===== src/rtl/sdr_apc_pkg.sv =====
// Shared types for the concurrent auto-precharge tracker.
// Assumes a single command per clock on a plain encoded bus.
package sdr_apc_pkg;

    typedef enum logic [1:0] {
        BK_IDLE   = 2'd0,
        BK_OPEN   = 2'd1,
        BK_RDAP   = 2'd2,
        BK_PRECH  = 2'd3
    } bank_st_e;

    typedef enum logic [2:0] {
        C_NOP = 3'd0,
        C_ACT = 3'd1,
        C_RD  = 3'd2,
        C_WR  = 3'd3,
        C_PRE = 3'd4
    } cmd_e;

    // Burst length from its two-bit code: 1, 2, 4 or 8.
    function automatic logic [3:0] burst_of(input logic [1:0] code);
        return 4'd1 << code;
    endfunction

endpackage


===== src/rtl/sdr_apc_bank.sv =====
// One bank's state machine: idle, open, read with auto precharge, precharging.
// Assumes the go_* strobes are already checked against the current state by
// the parent; kill is raised when a legal access hits some other bank.
module sdr_apc_bank
    import sdr_apc_pkg::*;
#(
    parameter int CNT_W = 4
) (
    input  logic             clk,
    input  logic             rst_n,
    input  logic             go_act,
    input  logic             go_rdap,
    input  logic             go_pre,
    input  logic             kill,
    input  logic [CNT_W-1:0] burst_len,
    input  logic [CNT_W-1:0] trp,
    output bank_st_e         state
);

    logic [CNT_W-1:0] cnt;

    // Advance the bank state and its countdown.
    always_ff @(posedge clk) begin
        if (!rst_n) begin
            state <= BK_IDLE;
            cnt   <= '0;
        end else begin
            case (state)
                BK_IDLE: if (go_act) state <= BK_OPEN;
                BK_OPEN: begin
                    if (go_rdap) begin
                        state <= BK_RDAP;
                        cnt   <= burst_len - CNT_W'(1);
                    end else if (go_pre) begin
                        state <= BK_PRECH;
                        cnt   <= trp - CNT_W'(1);
                    end
                end
                BK_RDAP: begin
                    if (kill || cnt == '0) begin
                        state <= BK_PRECH;
                        cnt   <= trp - CNT_W'(1);
                    end else begin
                        cnt <= cnt - CNT_W'(1);
                    end
                end
                default: begin
                    if (cnt == '0) state <= BK_IDLE;
                    else           cnt   <= cnt - CNT_W'(1);
                end
            endcase
        end
    end


    prech_exit_chk: assert property (@(posedge clk) disable iff (!rst_n)
        state == BK_PRECH |=> state inside {BK_PRECH, BK_IDLE});


    kill_prech_chk: assert property (@(posedge clk) disable iff (!rst_n)
        (state == BK_RDAP && kill) |=> state == BK_PRECH);


    idle_hold_chk: assert property (@(posedge clk) disable iff (!rst_n)
        (state == BK_IDLE && !go_act) |=> state == BK_IDLE);

endmodule


===== src/rtl/sdr_apc_rdsched.sv =====
// Read data bus scheduler: delays each READ by CAS latency, then plays out
// its burst. A newer launch reaching the bus replaces the running burst;
// a WRITE flushes everything at once.
// Assumes cas and burst_len are stable whenever quiet is low.
module sdr_apc_rdsched #(
    parameter int BANK_W = 2,
    parameter int MAX_CL = 3,
    parameter int CNT_W  = 4
) (
    input  logic              clk,
    input  logic              rst_n,
    input  logic              launch,
    input  logic [BANK_W-1:0] launch_bank,
    input  logic              wr_cut,
    input  logic [1:0]        cas,
    input  logic [CNT_W-1:0]  burst_len,
    output logic              rd_valid,
    output logic [BANK_W-1:0] rd_bank,
    output logic              rd_trunc,
    output logic              live,
    output logic              quiet
);

    logic [MAX_CL-1:0] pipe_v;
    logic [BANK_W-1:0] pipe_b [MAX_CL];
    logic [MAX_CL-1:0] keep;
    logic              tap_v;
    logic [BANK_W-1:0] tap_b;
    logic [CNT_W-1:0]  left;

    // Pick the pipeline stage that matches CAS latency; older stages drop out.
    always_comb begin
        tap_v = 1'b0;
        tap_b = '0;
        for (int i = 0; i < MAX_CL; i++) begin
            keep[i] = (i < int'(cas) - 1);
            if (i == int'(cas) - 1) begin
                tap_v = pipe_v[i];
                tap_b = pipe_b[i];
            end
        end
    end

    assign live  = (rd_valid && left != '0) || (|pipe_v);
    assign quiet = !rd_valid && !(|pipe_v);

    // Shift launches toward the bus; a WRITE empties the pipeline.
    always_ff @(posedge clk) begin
        if (!rst_n || wr_cut) begin
            pipe_v <= '0;
            for (int i = 0; i < MAX_CL; i++) pipe_b[i] <= '0;
        end else begin
            pipe_v[0] <= launch;
            pipe_b[0] <= launch_bank;
            for (int i = 1; i < MAX_CL; i++) begin
                pipe_v[i] <= pipe_v[i-1] & keep[i-1];
                pipe_b[i] <= pipe_b[i-1];
            end
        end
    end

    // Own the bus: start, continue, replace or stop the current burst.
    always_ff @(posedge clk) begin
        if (!rst_n) begin
            rd_valid <= 1'b0;
            rd_bank  <= '0;
            left     <= '0;
            rd_trunc <= 1'b0;
        end else if (wr_cut) begin
            rd_valid <= 1'b0;
            left     <= '0;
            rd_trunc <= live;
        end else if (tap_v) begin
            rd_valid <= 1'b1;
            rd_bank  <= tap_b;
            left     <= burst_len - CNT_W'(1);
            rd_trunc <= rd_valid && left != '0;
        end else begin
            rd_trunc <= 1'b0;
            if (rd_valid && left != '0) left <= left - CNT_W'(1);
            else                        rd_valid <= 1'b0;
        end
    end


    start_src_chk: assert property (@(posedge clk) disable iff (!rst_n)
        $rose(rd_valid) |-> $past(tap_v));


    write_flush_chk: assert property (@(posedge clk) disable iff (!rst_n)
        wr_cut |=> !rd_valid);


    trunc_ctx_chk: assert property (@(posedge clk) disable iff (!rst_n)
        rd_trunc |-> (rd_valid || $past(wr_cut)));


    always_ff @(posedge clk) begin
        if (rst_n && rd_valid)
            left_range_chk: assert (left < burst_len);
    end

endmodule


===== src/rtl/sdr_apc_tracker.sv =====
// Top of the concurrent auto-precharge tracker. Decodes each command against
// the addressed bank's state, drives the per-bank machines and the read bus
// scheduler, keeps the DQM history and latches timing settings when quiet.
// Assumes one command per cycle and cfg_* meaningful only at quiet edges.
module sdr_apc_tracker
    import sdr_apc_pkg::*;
#(
    parameter int NBANK  = 4,
    parameter int MAX_CL = 3,
    parameter int MAX_BL = 8,
    parameter int TRP_W  = 4
) (
    input  logic                 clk,
    input  logic                 rst_n,
    input  logic [2:0]           cmd_code,
    input  logic [$clog2(NBANK)-1:0] cmd_bank,
    input  logic                 cmd_autopre,
    input  logic                 dqm,
    input  logic [1:0]           cfg_cas,
    input  logic [1:0]           cfg_burst,
    input  logic [TRP_W-1:0]     cfg_trp,
    output logic [2*NBANK-1:0]   bank_state,
    output logic                 rd_valid,
    output logic [$clog2(NBANK)-1:0] rd_bank,
    output logic                 rd_trunc,
    output logic                 cmd_err,
    output logic                 dqm_err
);

    localparam int BANK_W = $clog2(NBANK);
    localparam int BL_W   = $clog2(MAX_BL) + 1;
    localparam int CNT_W  = (TRP_W > BL_W) ? TRP_W : BL_W;

    bank_st_e         st [NBANK];
    bank_st_e         hit;
    logic [1:0]       cl_q;
    logic [CNT_W-1:0] bl_q, trp_q;
    logic             dqm_d1, dqm_d2;
    logic             is_rw, acc, act_ok, bad, rd_go, wr_go;
    logic             all_idle, bus_quiet, live;

    // Decode the command against the addressed bank's current state.
    always_comb begin
        hit      = st[cmd_bank];
        is_rw    = (cmd_code == C_RD) || (cmd_code == C_WR);
        acc      = is_rw && hit == BK_OPEN;
        act_ok   = (cmd_code == C_ACT) && hit == BK_IDLE;
        bad      = (is_rw && hit != BK_OPEN) || ((cmd_code == C_ACT) && hit != BK_IDLE);
        rd_go    = acc && cmd_code == C_RD;
        wr_go    = acc && cmd_code == C_WR;
        all_idle = 1'b1;
        for (int b = 0; b < NBANK; b++)
            if (st[b] != BK_IDLE) all_idle = 1'b0;
    end

    for (genvar g = 0; g < NBANK; g++) begin : g_bank
        logic sel;
        assign sel = (cmd_bank == BANK_W'(g));
        sdr_apc_bank #(.CNT_W(CNT_W)) u_bank (
            .clk       (clk),
            .rst_n     (rst_n),
            .go_act    (act_ok && sel),
            .go_rdap   (rd_go && cmd_autopre && sel),
            .go_pre    ((cmd_code == C_PRE) && sel),
            .kill      (acc && !sel),
            .burst_len (bl_q),
            .trp       (trp_q),
            .state     (st[g])
        );
        assign bank_state[2*g +: 2] = st[g];
    end

    sdr_apc_rdsched #(.BANK_W(BANK_W), .MAX_CL(MAX_CL), .CNT_W(CNT_W)) u_sched (
        .clk         (clk),
        .rst_n       (rst_n),
        .launch      (rd_go),
        .launch_bank (cmd_bank),
        .wr_cut      (wr_go),
        .cas         (cl_q),
        .burst_len   (bl_q),
        .rd_valid    (rd_valid),
        .rd_bank     (rd_bank),
        .rd_trunc    (rd_trunc),
        .live        (live),
        .quiet       (bus_quiet)
    );

    // Take in timing settings only while nothing is open or due.
    always_ff @(posedge clk) begin
        if (!rst_n) begin
            cl_q  <= 2'd3;
            bl_q  <= CNT_W'(4);
            trp_q <= CNT_W'(2);
        end else if (all_idle && bus_quiet) begin
            cl_q  <= (cfg_cas == 2'd3) ? 2'd3 : 2'd2;
            bl_q  <= CNT_W'(burst_of(cfg_burst));
            trp_q <= (cfg_trp == '0) ? CNT_W'(1) : CNT_W'(cfg_trp);
        end
    end

    // Remember DQM for the two-clock lead check and register the error pulses.
    always_ff @(posedge clk) begin
        if (!rst_n) begin
            dqm_d1  <= 1'b0;
            dqm_d2  <= 1'b0;
            cmd_err <= 1'b0;
            dqm_err <= 1'b0;
        end else begin
            dqm_d1  <= dqm;
            dqm_d2  <= dqm_d1;
            cmd_err <= bad;
            dqm_err <= wr_go && live && !dqm_d2;
        end
    end


    cfg_hold_chk: assert property (@(posedge clk) disable iff (!rst_n)
        !(all_idle && bus_quiet) |=> ($stable(bl_q) && $stable(cl_q) && $stable(trp_q)));


    dqm_err_src_chk: assert property (@(posedge clk) disable iff (!rst_n)
        dqm_err |-> $past(cmd_code) == C_WR);


    cmd_err_src_chk: assert property (@(posedge clk) disable iff (!rst_n)
        cmd_err |-> $past(cmd_code) != C_NOP);

endmodule


===== config.mk =====
export PLATFORM = sky130hd
export DESIGN_NAME = sdr_apc_tracker
export DESIGN_NICKNAME = d
export VERILOG_FILES = /design/src/rtl/sdr_apc_pkg.sv /design/src/rtl/sdr_apc_bank.sv /design/src/rtl/sdr_apc_rdsched.sv /design/src/rtl/sdr_apc_tracker.sv
export SDC_FILE = /design/constraint.sdc
export NUM_CORES = 1
export LEC_CHECK = 0
export ABC_AREA = 1
export BUFFER_PORTS_ARGS = -buffer_cell sky130_fd_sc_hd__clkbuf_2
export CELL_PAD_IN_SITES_DETAIL_PLACEMENT = 1
export CELL_PAD_IN_SITES_GLOBAL_PLACEMENT = 2
export CORE_AREA = 2 2 102 124
export CTS_CLUSTER_SIZE = 8
export DETAILED_ROUTE_END_ITERATION = 10
export DIE_AREA = 0 0 104 126
export GPL_TIMING_DRIVEN = 0
export PLACE_DENSITY_LB_ADDON = 0.05
export SLEW_MARGIN = 20
export SYNTH_ARGS = -nofsm -noshare
export SYNTH_HDL_FRONTEND = slang
export SYNTH_SLANG_ARGS = --single-unit

===== constraint.sdc =====
create_clock -name clk -period 2 [get_ports clk]
set_input_delay 0.3 -clock clk [delete_from_list [all_inputs] [get_ports clk]]
set_output_delay 0.3 -clock clk [all_outputs]
set_load 0.03 [all_outputs]

==> results.md, run 1 <==
* Outcome: complete, no violations
* Pre-CTS setup slack at -0.584 ns
* RSZ-0062 raised after global routing: yes
* Worst Max-Slew Pin Slew at 0.834 ns
* Largest cells by area after synthesis: dfxtp_1 (28%), nand2_1 (13%), inv_1 (7.6%), nand3_1 (7.6%), ha_1 (7.4%)
* Crit-path cells: nand2_1 > nand2_1 > nand2_2 > nand2_4 > nand2_4 > nor2_4 > buf_8 > nand3_4 > nand2_4 > nand2_2 > nor2_4 > nand2_1 > o21ai_0 > nor2_1
* CP peak stage delay at about 0.38 ns
* Num ports at 31
* Final hold slack at 0.178 ns
* Hpwl dp at 9460 um
* Die Area at 13,100 um2
* Cts bufs inserted at 5
* Sequential area share after synthesis at 27.9%
* Hold Fails Final Rpt at 0
* MaxCap Viol Count at 0
* Tightest Hold Check Type: in -> reg
* Layout cells sized above 1 at 18.2%
* Grt peak-use layer: met2
* Filler cell count at 1,567
* Met3 global-route usage at ~1.8%
* Die height at approximately 130 um
* Fin worst setup slack at 0.0958 ns
* EDFF count, synth at 0
* Die W at 104 um
* WP data arrival at 2.07 ns
* Most frequent cell after synthesis: nand2_1
* Worst setup SP type: flop
* H-tree Lvls at 2
* Via density at 4.91
* Data required, critical path at about 2.2 ns
* Wirelength per Cell at 15.5 um
* Register area at approximately 1100 um2
* Synth async-reset ratio at 0%
* Cell count after synthesis at 592
* Tot Pwr at 8.19 mW
* Top FF cell, synth: dfxtp_1
* Setup Crit Path Kind: reg -> reg
* Tcrit/Tclk final at between 90 and 100%
* Synth Cell Area at 3880 um2
* Clock sink count at 54
* Area occupied by multi-input gates at between 2000 and 3000 um2
* Post-DP Area at 4220 um2
* Vias at 3,930
* Grt met2 use at 35.5%
* Worst-case clock buffer depth at 2
* Drt drc at 0
* DRT iter0 DRCs at 116
* Avg Inst Size Synth at 6.55 um2
* Initial Utilization at 32.6%
* Clk root buf: clkbuf_16
* Initial DRT Pass Iterations at 4
* Post-route cell area at 4670 um2
* Total power per unit cell area at 1760 nW/um2
* CP endpoint kind: flop
* Synth Register Bits at 54
* Vias in the first global route at 3,967
* First-pass GRT wire length at 20,400 um
* Count of standard-cell rows at 44
* GR Overflow Total at 0
* Antenna-violating nets left at 0
* Core footprint at 11,900 um2
* Initial antenna violation count at 0
* Post-synth top cells: nand2_1 (135), inv_1 (79), nor2_1 (73)
* Fmax at 525 MHz
* Crit path time final at between 1.5 and 2 ns
* Worst-path clk slew at ~0.080 ns
* Final Max Tran Viols at 0
* Placer Congestion at 0.806
* Syn Nets at about 630
* Tot GR Track Use at 19.4%
* Slew headroom at 44.4%
* Area leader, netlist: dfxtp_1
* Top cell type's share of synthesized area at approximately 28%
* Worst path slowest cell: dfxtp_4
* Largest net degree at the start of global routing at 20
* Ant. Diodes at 0
* Port bufs at 28
* Worst vdd rail ir drop at roughly 750 uV
* Final setup viols at 0
* Final WL at 12,400 um
* YS warnings at 0
* Clk_skew at 0.00662 ns
* Area growth syn-to-layout at 20.3%
* Synth unique cells at 37
* Clk_lat worst skew at 0.30 ns
* Met1 Track Usage GR at 24.7%
* Layout Nets at ~680
* Leak at between 2 and 2.5 nW
* Crit path max fanout at 8
* CTS tree: yes
## cells by family (layout without fill, tap and decap cells)
group	after synthesis	after routing	synth area share [%]
flops	54	54	27.9
simple gates	328	328	40.4
fa+ha+maj	23	23	7.42
compound gates	75	75	11.2
buf+inv	99	146	10.1
xor+xnor	13	13	2.94
## registers in the layout, summed over array words and instances (netlist names)
signal and cells:
bl_q 4, cl_q 1, cmd_err 1, dqm_d1 1, dqm_d2 1, dqm_err 1
g_bank.u_bank.cnt 16, g_bank.u_bank.state 8, trp_q 4, u_sched.left 4, u_sched.pipe_b 6, u_sched.pipe_v 3
u_sched.rd_bank 2, u_sched.rd_trunc 1, u_sched.rd_valid 1
## area by class of cell
cell class | instances | area share, %
Sequential cell | 54 | 23.7
Buffer | 15 | 1.90
Clock inverter | 3 | 0.617
Inverter | 81 | 6.52
Timing Repair Buffer | 42 | 5.52
Clock buffer | 5 | 2.68
Tap cell | 161 | 4.32
Multi-Input combinational cell | 439 | 54.7
## metal layers
layer | up-vias | part of all wire [%]
li1 | 2011 | -
met1 | 1877 | 47
met2 | 31 | 50
met3 | 11 | 1.3
met4 | 0 | 1.3
met5 | - | 0
## timing repair
| action | CTS | global route |
|---|---|---|
| pin swaps | 1 | 19 |
| buffers inserted | 0 | 14 |
| gates resized for setup | 13 | 42 |
| hold buffers | 0 | 0 |
| endpoints found under the setup margin | 22 | 32 |
## metrics by stage
| step | setup TNS [ns] | util [%] | instances |
|---|---|---|---|
| 6_report | 0 | 39.2 | 800 |
| 5_1_grt | -0.297 | 39.2 | 800 |
| 4_1_cts | 0 | 37.1 | 787 |
| 3_5_place_dp | -7.34 | 35.5 | 781 |
| 3_3_place_gp | -6.51 | 35.5 | 781 |
| 2_1_floorplan | 0 | - | 592 |
## critical path: cells and delay by family, from the launching register on
kind	cells	cell delay (ns)
flip-flops	1	0.38
AND/OR/NAND/NOR	12	1.11
AO/OA/AOI/OAI	1	0.08
buffers and inverters	1	0.16
## report_power, final
part / leakage, nW / switching (mW) / internal, mW
registers: 0.447 / 0.347 / 1.44
clock network: 0.0763 / 0.480 / 0.483
logic: 1.58 / 3.49 / 1.96
## worst paths after layout
| check | start | endpoint | slack [ns] | cells past startpoint |
|---|---|---|---|---|
| max | g_bank[1].u_bank.state[0] | g_bank[2].u_bank.state[0] | 0.1 | 14 |
| min | dqm | dqm_d1 | 0.18 | 3 |
| max reg2reg | g_bank[1].u_bank.state[0] | g_bank[2].u_bank.state[0] | 0.1 | 14 |
| min reg2reg | dqm_d2 | dqm_err | 0.40 | 1 |
## cell usage in the layout, fill, tap and decap left out, types with 6 or more instances in the layout
cell type	n
nand2_1	128
inv_1	79
nor2_1	72
nand3_1	54
dfxtp_1	44
clkbuf_2	29
a21oi_1	29
ha_1	23
nand4_1	22
o21ai_0	14
buf_4	13
nor3_1	12
clkbuf_1	9
nand2_2	8
o21ai_1	8
nand3_2	7
nand2_4	7
nor2_4	6
Note: power is estimated with default switching activity, not from simulation.
==> inputs of run 2 (changes only) <==
==> constraint.sdc (replaced) <==
create_clock -name clk -period 1.85 [get_ports clk]
set_input_delay 0.2775 -clock clk [delete_from_list [all_inputs] [get_ports clk]]
set_output_delay 0.2775 -clock clk [all_outputs]
set_load 0.03 [all_outputs]
==> run 2 against run 1 <==
  * Cell count up 1.0%
  * Critical endpoint is now g_bank[2].u_bank.cnt[2]
  * Count of clock-buffer cells in the layout unchanged
  * Via count up 1.6%
  * Wire length up 4.7%
  * Cell area up 4.1%
  * Core utilization up 1.6 points
==> results.md, run 2 (synthesis results as in run 1) <==
* Sw power at 4.86 mW (+13%)
* Sequential power share at 20.7% (-1.1 points)
* Clock power frac at 10.9% (-0.9 points)
* CP peak stage delay at 0.27 ns (-0.11 ns)
* Initial antenna violation count at 0 (unchanged)
* Tot GR Track Use at 20.3% (+0.95 points)
* Pre-CTS setup slack at -0.823 ns (-0.239 ns)
* Tightest Hold Check Type: in -> reg
* Leak at 2.17 nW (+3.6%)
* CP endpoint kind: flop
* Hold Fails Final Rpt at 0 (unchanged)
* Tcrit/Tclk final at 98.9%
* Worst Max-Slew Pin Slew at 0.846 ns (+0.0119 ns)
* Count of standard-cell rows at 44 (unchanged)
* Slew headroom at 43.6% (-0.80 points)
* H-tree Lvls at 2 (unchanged)
* Reg with most FFs: g_bank.u_bank.cnt
* Layout Cells excl Fill at 808 (+1.0%)
* Pint at 4.49 mW (+16%)
* Vias at 3,993 (+1.6%)
* GR Overflow Total at 0 (unchanged)
* Total power per unit cell area at 1920 nW/um2 (+9.6%)
* Hpwl dp at 9630 um (+1.8%)
* Crit path time final at about 1.8 ns
* Ant. Diodes at 0 (unchanged)
* Largest net degree at the start of global routing at 20 (unchanged)
* Sw Share at 52.0% (-0.62 points)
* MaxCap Viol Count at 0 (unchanged)
* Crit path max fanout at 8 (unchanged)
* Worst-case clock buffer depth at 2 (unchanged)
* Crit-path cells: clkbuf_2 > inv_2 > nand3_2 > nand2_4 > nor2_8 > nand2_4 > nor2_4 > buf_8 > nand3_4 > nand2_4 > nand3b_4 > nor2_2 > nand2_1 > a21oi_2
* Vias in the first global route at 4,070 (+2.6%)
* Register area at 1120 um2 (+0.91%)
* Die W at 104 um (unchanged)
* RSZ-0062 raised after global routing: yes
* CTS Hold Buffers Added at 0 (unchanged)
* Reg-to-Reg Start: g_bank[2].u_bank.state[1]
* Layout Nets at 686 (+1.2%)
* Data required, critical path at 2.09 ns (-0.07 ns)
* Worst vdd rail ir drop at 695 uV (-6.9%)
* Max reg flops at 16 (unchanged)
* Setup Crit Path Kind: in -> reg
* Initial DRT Pass Iterations at 4 (unchanged)
* Clock sink count at 54 (unchanged)
* Final setup viols at 0 (unchanged)
* Via density at 4.94 (+0.60%)
* Area growth syn-to-layout at 25.3%
* Setup TNS at 0 ns (unchanged)
* CTS tree: yes
* Initial Utilization at 32.6% (unchanged)
* Most frequent cells in the layout: nand2_1 (126), inv_1 (79), nor2_1 (69)
* R2r worst-path depth at 12 (-2)
* Area occupied by multi-input gates at 2640 um2 (+3.3%)
* Num ports at 31 (unchanged)
* Commonest non-fill, non-tap cell in the layout: nand2_1
* Final Max Tran Viols at 0 (unchanged)
* Fmax at 547 MHz
* Antenna-violating nets left at 0 (unchanged)
* R2R Setup Slk at 0.02 ns (-0.08 ns)
* Regs by FF count: g_bank.u_bank.cnt: 16 flops, g_bank.u_bank.state: 8 flops, u_sched.pipe_b: 6 flops
* Placer Congestion at 0.795 (-1.3%)
* Outcome: complete, no violations
* Clk root buf: clkbuf_16
* Worst path slowest cell: clkbuf_2
* Die Area at 13,100 um2 (unchanged)
* Fin worst setup slack at 0.0208 ns (-0.0751 ns)
* Worst setup SP type: input port
* Wirelength per Cell at 16.0 um (+3.7%)
* DRT iter0 DRCs at 152 (+31%)
* Die height at 126 um (unchanged)
* Clk_skew at 0.00987 ns (+0.00325 ns)
* CP most frequent cell: nand2_4
* Cts bufs inserted at 5 (unchanged)
* Part of the power in combinational logic at 68.3% (+1.9 points)
* Placed cell count at 781 (unchanged)
* Core footprint at 11,900 um2 (unchanged)
* Setup crit end: g_bank[2].u_bank.cnt[2]
* Worst-path clk slew at 0.08 ns (about the same)
* Critical R2R Capture: g_bank[2].u_bank.cnt[2]
* Final hold slack at 0.149 ns (-0.0292 ns)
* Filler cell count at 1,555 (-0.77%)
* Layout cells sized above 1 at 22.6% (+4.4 points)
* Port bufs at 28 (unchanged)
* Critical Path Start: cmd_bank[1]
* Clk_lat worst skew at 0.31 ns (about the same)
* Final WL at 13,000 um (+4.7%)
* WP data arrival at 2.06 ns (about the same)
* Drt drc at 0 (unchanged)
* First-pass GRT wire length at 21,300 um (+4.7%)
run 2: area by class of cell:
class | instances | area share [%]
repair buffers | 53 | 7.44
plain buffers | 12 | 1.70
inverters | 81 | 6.26
clock buffers | 5 | 2.58
multi-input cells | 439 | 54.3
flip-flops and latches | 54 | 23.0
well taps | 161 | 4.15
clock inverters | 3 | 0.592
run 2: power by group through the flow:
| stage | clock, mW | sequential (mW) | combinational (mW) |
|---|---|---|---|
| 2_1_floorplan | 0 | 1.96 | 3.99 |
| 3_3_place_gp | 0 | 1.86 | 5.41 |
| 3_5_place_dp | 0 | 1.88 | 5.55 |
| 4_1_cts | 1.07 | 1.91 | 5.95 |
| 5_1_grt | 1.11 | 1.99 | 7.18 |
| 6_report | 1.02 | 1.94 | 6.39 |
run 2: layer usage:
metal | track usage, % | up-vias | wire length (um)
li1 | - | 2038 | -
met1 | 25.8 | 1908 | 5970
met2 | 37.3 | 37 | 6670
met3 | 2.07 | 10 | 191
met4 | 3.97 | 0 | 123
met5 | 0 | - | 0
run 2: worst min-delay path by stage:
stage            from       to  cells after the start
4_1_cts           dqm   dqm_d1                      3
6_report          dqm   dqm_d1                      3
5_1_grt           dqm   dqm_d1                      3
3_5_place_dp   dqm_d2  dqm_err                      1
3_3_place_gp   dqm_d2  dqm_err                      1
2_1_floorplan  dqm_d2  dqm_err                      1
run 2: timing repair:
action / CTS / global route
pin swaps: 14 / 30
setup buffers: 17 / 7
cloned: 0 / 1
gates resized for setup: 42 / 49
setup endpoints to repair: 34 / 43
run 2: metrics by stage:
step	utilization [%]	cell area [um2]	power, mW
after floorplan	-	3880	5.95
after global placement	35.5	4220	7.27
after detailed placement	35.5	4220	7.42
after CTS	38.9	4630	8.93
after global routing	40.8	4860	10.3
final	40.8	4860	9.35
run 2: critical path, delay by kind of cell:
family | cells | cell delay [ns]
and+or+nand+nor | 10 | 1.08
AOI/OAI and AO/OA | 1 | 0.12
buffers and inverters | 3 | 0.57
